==> src/rtl/irq_agg_pkg.sv <==
package irq_agg_pkg;
  localparam int unsigned NGRP     = 3;
  localparam int unsigned GRP_ENG  = 0;
  localparam int unsigned GRP_PWR  = 1;
  localparam int unsigned GRP_DISP = 2;
  localparam int unsigned GATE_ADDR = 6;

  typedef enum logic [1:0] {
    RSEL_NONE = 2'd0,
    RSEL_STAT = 2'd1,
    RSEL_EN   = 2'd2,
    RSEL_GATE = 2'd3
  } rsel_kind_e;

  typedef struct packed {
    rsel_kind_e  kind;
    logic [1:0]  grp;
  } rsel_t;

  function automatic int unsigned stat_addr(input int unsigned g);
    return 2 * g;
  endfunction

  function automatic int unsigned en_addr(input int unsigned g);
    return 2 * g + 1;
  endfunction
endpackage

==> src/rtl/irq_addr_decode.sv <==
module irq_addr_decode
  import irq_agg_pkg::*;
#(
  parameter int unsigned ADDR_W = 4
) (
  input  logic              we,
  input  logic [ADDR_W-1:0] addr,
  output logic [NGRP-1:0]   stat_we,
  output logic [NGRP-1:0]   en_we,
  output logic              gate_we,
  output rsel_t             rsel
);
  always_comb begin
    stat_we = '0;
    en_we   = '0;
    gate_we = 1'b0;
    rsel    = '{kind: RSEL_NONE, grp: 2'd0};
    for (int unsigned g = 0; g < NGRP; g++) begin
      if (addr == ADDR_W'(stat_addr(g))) begin
        stat_we[g] = we;
        rsel       = '{kind: RSEL_STAT, grp: 2'(g)};
      end
      if (addr == ADDR_W'(en_addr(g))) begin
        en_we[g] = we;
        rsel     = '{kind: RSEL_EN, grp: 2'(g)};
      end
    end
    if (addr == ADDR_W'(GATE_ADDR)) begin
      gate_we = we;
      rsel    = '{kind: RSEL_GATE, grp: 2'd0};
    end
  end
endmodule

==> src/rtl/irq_src_group.sv <==
module irq_src_group #(
  parameter int unsigned W = 32
) (
  input  logic         clk,
  input  logic         rst_n,
  input  logic [W-1:0] evt,
  input  logic         clr_we,
  input  logic         en_we,
  input  logic [W-1:0] wdata,
  output logic [W-1:0] status,
  output logic [W-1:0] enable,
  output logic         pend
);
  logic [W-1:0] st_q, st_d, clr_mask, en_q;
  logic         st_ce;

  always_comb begin
    clr_mask = clr_we ? wdata : '0;
    // a new event overrides a same-cycle clear
    st_d     = (st_q & ~clr_mask) | evt;
    st_ce    = clr_we | (|evt);
  end

  always_ff @(posedge clk or negedge rst_n) begin
    if (!rst_n) begin
      st_q <= '0;
    end else if (st_ce) begin
      st_q <= st_d;
    end
  end

  always_ff @(posedge clk or negedge rst_n) begin
    if (!rst_n) begin
      en_q <= '0;
    end else if (en_we) begin
      en_q <= wdata;
    end
  end

  assign status = st_q;
  assign enable = en_q;
  assign pend   = |(st_q & en_q);
endmodule

==> src/rtl/irq_edge_gen.sv <==
module irq_edge_gen (
  input  logic clk,
  input  logic rst_n,
  input  logic eng_pend,
  input  logic pwr_pend,
  input  logic disp_pend,
  input  logic gate,
  output logic level,
  output logic irq
);
  logic lvl_q, lvl_prev_q, irq_q;
  logic rise;

  always_comb begin
    level = disp_pend | ((eng_pend | pwr_pend) & gate);
    rise  = lvl_q & ~lvl_prev_q;
  end

  always_ff @(posedge clk or negedge rst_n) begin
    if (!rst_n) begin
      lvl_q      <= 1'b0;
      lvl_prev_q <= 1'b0;
      irq_q      <= 1'b0;
    end else begin
      lvl_q      <= level;
      lvl_prev_q <= lvl_q;
      irq_q      <= rise;
    end
  end

  assign irq = irq_q;
endmodule

==> src/rtl/irq_edge_aggregator.sv <==
module irq_edge_aggregator
  import irq_agg_pkg::*;
#(
  parameter int unsigned GRP_W    = 32,
  parameter int unsigned ADDR_W   = 4,
  parameter int unsigned GATE_BIT = 31
) (
  input  logic              clk,
  input  logic              rst_n,
  input  logic [GRP_W-1:0]  eng_evt,
  input  logic [GRP_W-1:0]  pwr_evt,
  input  logic [GRP_W-1:0]  disp_evt,
  input  logic              bus_we,
  input  logic [ADDR_W-1:0] bus_addr,
  input  logic [GRP_W-1:0]  bus_wdata,
  output logic [GRP_W-1:0]  bus_rdata,
  output logic              cpu_irq
);
  logic [NGRP-1:0][GRP_W-1:0] evt_all, st_all, en_all;
  logic [NGRP-1:0]            stat_we, en_we, pend;
  logic                       gate_we, gate_q, gate_d;
  logic                       lvl_comb;
  rsel_t                      rsel;

  assign evt_all[GRP_ENG]  = eng_evt;
  assign evt_all[GRP_PWR]  = pwr_evt;
  assign evt_all[GRP_DISP] = disp_evt;

  irq_addr_decode #(.ADDR_W(ADDR_W)) u_dec (
    .we      (bus_we),
    .addr    (bus_addr),
    .stat_we (stat_we),
    .en_we   (en_we),
    .gate_we (gate_we),
    .rsel    (rsel)
  );

  for (genvar g = 0; g < NGRP; g++) begin : g_grp
    irq_src_group #(.W(GRP_W)) u_grp (
      .clk    (clk),
      .rst_n  (rst_n),
      .evt    (evt_all[g]),
      .clr_we (stat_we[g]),
      .en_we  (en_we[g]),
      .wdata  (bus_wdata),
      .status (st_all[g]),
      .enable (en_all[g]),
      .pend   (pend[g])
    );
  end

  assign gate_d = bus_wdata[GATE_BIT];

  always_ff @(posedge clk or negedge rst_n) begin
    if (!rst_n) begin
      gate_q <= 1'b0;
    end else if (gate_we) begin
      gate_q <= gate_d;
    end
  end

  irq_edge_gen u_edge (
    .clk       (clk),
    .rst_n     (rst_n),
    .eng_pend  (pend[GRP_ENG]),
    .pwr_pend  (pend[GRP_PWR]),
    .disp_pend (pend[GRP_DISP]),
    .gate      (gate_q),
    .level     (lvl_comb),
    .irq       (cpu_irq)
  );

  always_comb begin
    bus_rdata = '0;
    unique case (rsel.kind)
      RSEL_STAT: if (rsel.grp < NGRP) bus_rdata = st_all[rsel.grp];
      RSEL_EN:   if (rsel.grp < NGRP) bus_rdata = en_all[rsel.grp];
      RSEL_GATE: bus_rdata[GATE_BIT] = gate_q;
      default:   bus_rdata = '0;
    endcase
  end
endmodule

==> config.mk <==
export PLATFORM = sky130hd
export DESIGN_NAME = irq_edge_aggregator
export DESIGN_NICKNAME = d
export VERILOG_FILES = /design/src/rtl/irq_agg_pkg.sv /design/src/rtl/irq_addr_decode.sv /design/src/rtl/irq_src_group.sv /design/src/rtl/irq_edge_gen.sv /design/src/rtl/irq_edge_aggregator.sv
export SDC_FILE = /design/constraint.sdc
export NUM_CORES = 1
export LEC_CHECK = 0
export BUFFER_PORTS_ARGS = -buffer_cell sky130_fd_sc_hd__buf_2
export CAP_MARGIN = 20
export CORE_ASPECT_RATIO = 0.9
export CORE_MARGIN = 1
export CORE_UTILIZATION = 53
export CTS_BUF_LIST = sky130_fd_sc_hd__clkbuf_8
export DETAILED_ROUTE_END_ITERATION = 8
export PLACE_DENSITY_LB_ADDON = 0.3
export SYNTH_ARGS = -nofsm -noshare
export SYNTH_HDL_FRONTEND = slang
export SYNTH_SLANG_ARGS = --single-unit
==> constraint.sdc <==
create_clock -name clk -period 1.7 [get_ports clk]
set_input_delay 0.17 -clock clk [delete_from_list [all_inputs] [get_ports clk]]
set_output_delay 0.17 -clock clk [all_outputs]
set_load 0.01 [all_outputs]
==> qor.yml <==
status: "finished with violations"
violations: "setup timing"
die_x_microns: 143.7
clk_latency_ns: 0.49
p_seq_share_pct: 45.9
dpl.hpwl_mm: 21.61
dr.pass1.iters: 6
fin_setup_tns_ns: -11.01
slew_viol_final: 0
crit_path_start_kind: "flop"
fmax_mhz: 451.5
finalCritPeriodShare_pct: 130.3
synth.distinct_cells: 33
fin_crit_ns: 2.215
synth_area_sq_um: 9577
initial_core_util_pct: 54.20
die-area_sq_um: 18610
io_pins: 168
mostFrequentLayoutCells: "dfrtp_1 (194), buf_2 (163), buf_4 (141), mux2_2 (109), dlygate4sd3_1 (106)"
postPlaceCellArea_sq_um: 12590
criticalPathCategory: "reg2out"
syn2layout_area_growth_pct: 59.59
p_per_area_nw_per_um2: 835.0
p_leak_nw: 6.338
clock_sinks: 196
switching_share_pct: 32.04
fin_util_pct: 86.50
netSwitchingPower_mw: 4.089
max-cap-violations: 0
grt_max_degree: 49
synth_seq_area_share_pct: 51.22
grt_pass1_wl_mm: 56.01
htree_levels: 4
cts_buffer_depth: 2
cp.arrival_ns: 2.04
place_congestion: 0.8933
synth_edf_count: 0
antenna_cells: 0
cts_tree: "yes"
drc: 0
cpPeakStageDelay_ns: 0.46
fp.dieH_microns: 129.5
grt_pass1_vias: 10020
rsz0062_at_grt: "yes"
synth_async_sr_flop_share_pct: 100.0
wl_per_cell_microns: 27.98
grt_overflow: 0
drive_above_1_share_pct: 55.93
setup_slack_ns: -0.5147
p_clk_share_pct: 25.1
grt_usage_pct: 41.36
stdcell_area_sq_um: 15280
clk_pin_slew_ns: 0.11
synth_nets: 921
r2r_cells: 6
vias_per_cell: 6.602
vias: 9883
synth_warnings: 0
tightestPinTransition_ns: 0.4890
drt_wl_total_mm: 41.89
crit_required_ns: 1.53
avgSynthCellArea_sq_um: 12.25
final_common_cell: "dfrtp_1"
yosysTopAreaCellShare_pct: 51.22
yosys.area.top_type: "dfrtp_1"
crit_chain: "buf_6 > mux2_2 > a221oi_2 > nor3b_2 > buf_2"
min_path_type: "in2reg"
p_int_mw: 8.673
setup_viol: 33
fin_skew_ns: 0.01199
cts-root-buf: "clkbuf_8"
synth-seq-cells: 196
cpMaxStageDelayCell: "dfrtp_1"
worstHoldPathCells: 3
rows: 46
port_buffers: 167
core_region_area_sq_um: 17670
drt_iter0_markers: 1210
numCtsBuffers: 17
nets: 1383
hold_viol: 0
antenna_found_initial: 0
ant_nets: 0
cp_max_fo: 2
synth_top_flop_cell: "dfrtp_1"
pwr-share-comb_pct: 29.0
hold_slack_ns: 0.01370
syn_inst: 782
irDropWorstVdd_uv: 619.4
ys_top_cells_by_area: "dfrtp_1 (51%), mux2_2 (18%), a21o_1 (7.5%)"
relSlewSlack_pct: 67.40
critPathCaptureType: "output pin"
[state kept, by name (all words and copies together) (netlist names)]
name,cells
u_edge.lvl_q,1
u_edge.lvl_prev_q,1
gate_q,1
u_edge.irq,1
g_grp.u_grp.enable,96
g_grp.u_grp.status,96
[critical path, delay by kind of cell (launching register included)]
kind                   cells  cell delay (ns)
multiplexers               1             0.27
AND/OR/NAND/NOR            1             0.11
flip-flops                 1             0.46
AO/OA/AOI/OAI              1             0.40
buffers and inverters      2             0.32
[path summary, 6_finish.rpt]
| check | from | slack (ns) | end |
|---|---|---|---|
| max in group asynchronous | rst_n | 0.86 | g_grp[1].u_grp.enable[11] |
| min in group asynchronous | rst_n | 0.18 | g_grp[0].u_grp.status[23] |
| worst min register to register | u_edge.lvl_q | 0.39 | u_edge.lvl_prev_q |
| worst max-delay path | g_grp[1].u_grp.status[13] | -0.51 | bus_rdata[13] |
| worst max register to register | g_grp[1].u_grp.status[11] | -0.42 | u_edge.lvl_q |
| worst min-delay path | bus_wdata[7] | 0.01 | g_grp[1].u_grp.status[7] |
[per-layer routing]
metal  part of all wire, %  vias up  GRT usage, %
li1                      -     3897             -
met1                    35     4860         49.89
met2                    48      849         67.88
met3                    10      277         9.054
met4                   7.1        0         25.97
met5                     0        -             0
[per-stage QoR]
| stage | std cells | total power, mW | setup WS [ns] |
|---|---|---|---|
| 3_3_place_gp | 1298 | 8.543 | -0.3859 |
| 2_1_floorplan | 782 | 7.234 | -0.02868 |
| 6_report | 1497 | 12.76 | -0.5147 |
| 5_1_grt | 1497 | 13.09 | -0.5233 |
| 4_1_cts | 1476 | 12.11 | -0.3299 |
| 3_5_place_dp | 1298 | 8.647 | -0.4144 |
[cell families after synthesis]
kind of cell               synth area share (%)
and+or+nand+nor                           7.996
xor gates and xnor gates                0.09147
AOI/OAI and AO/OA                         18.45
DFF                                       51.22
muxes                                     18.91
adders and majority gates                0.5226
buffers and inverters                     2.822
[repair_timing]
action / CTS / global route
hold buffers: 106 / 0
pin swaps: 32 / 42
setup buffers: 37 / 20
endpoints found under the setup margin: 33 / 33
cloned: 3 / 3
endpoints found under the hold margin: 220 / 0
resized for setup: 85 / 62
[power by group through the flow]
stage / Sequential (mW) / Combinational [mW] / Clock (mW)
detailed placement: 5.84 / 2.81 / 0
floorplan: 5.67 / 1.56 / 0
global placement: 5.80 / 2.74 / 0
CTS: 5.76 / 3.21 / 3.13
finish: 5.86 / 3.70 / 3.21
global route: 5.90 / 3.83 / 3.36
[synthesized netlist by cell type, types with 2 or more instances]
cell      count
buf_4         5
a221oi_1     79
buf_6         3
mux2_2      157
o21ai_0       2
nand3b_1      2
clkbuf_1     25
mux2_1        2
inv_1         2
dfrtp_1     196
buf_2        18
a22o_1       24
nand4_1       6
nor3b_1      34
a221oi_2      8
nand2_1      98
buf_1         2
mux2i_1       2
ha_1          4
a21o_1       96
nor2_1        5
[layout make-up]
class / instances / area (sq um)
multi-input cells: 531 / 5410
flip-flops and latches: 196 / 4907
repair buffers: 496 / 4259
fillers: 750 / 2386
well taps: 240 / 300.3
clock buffers: 18 / 247.7
clock inverters: 14 / 151.4
inverters: 2 / 7.507
No activity file was read; power rests on OpenSTA's default activity.
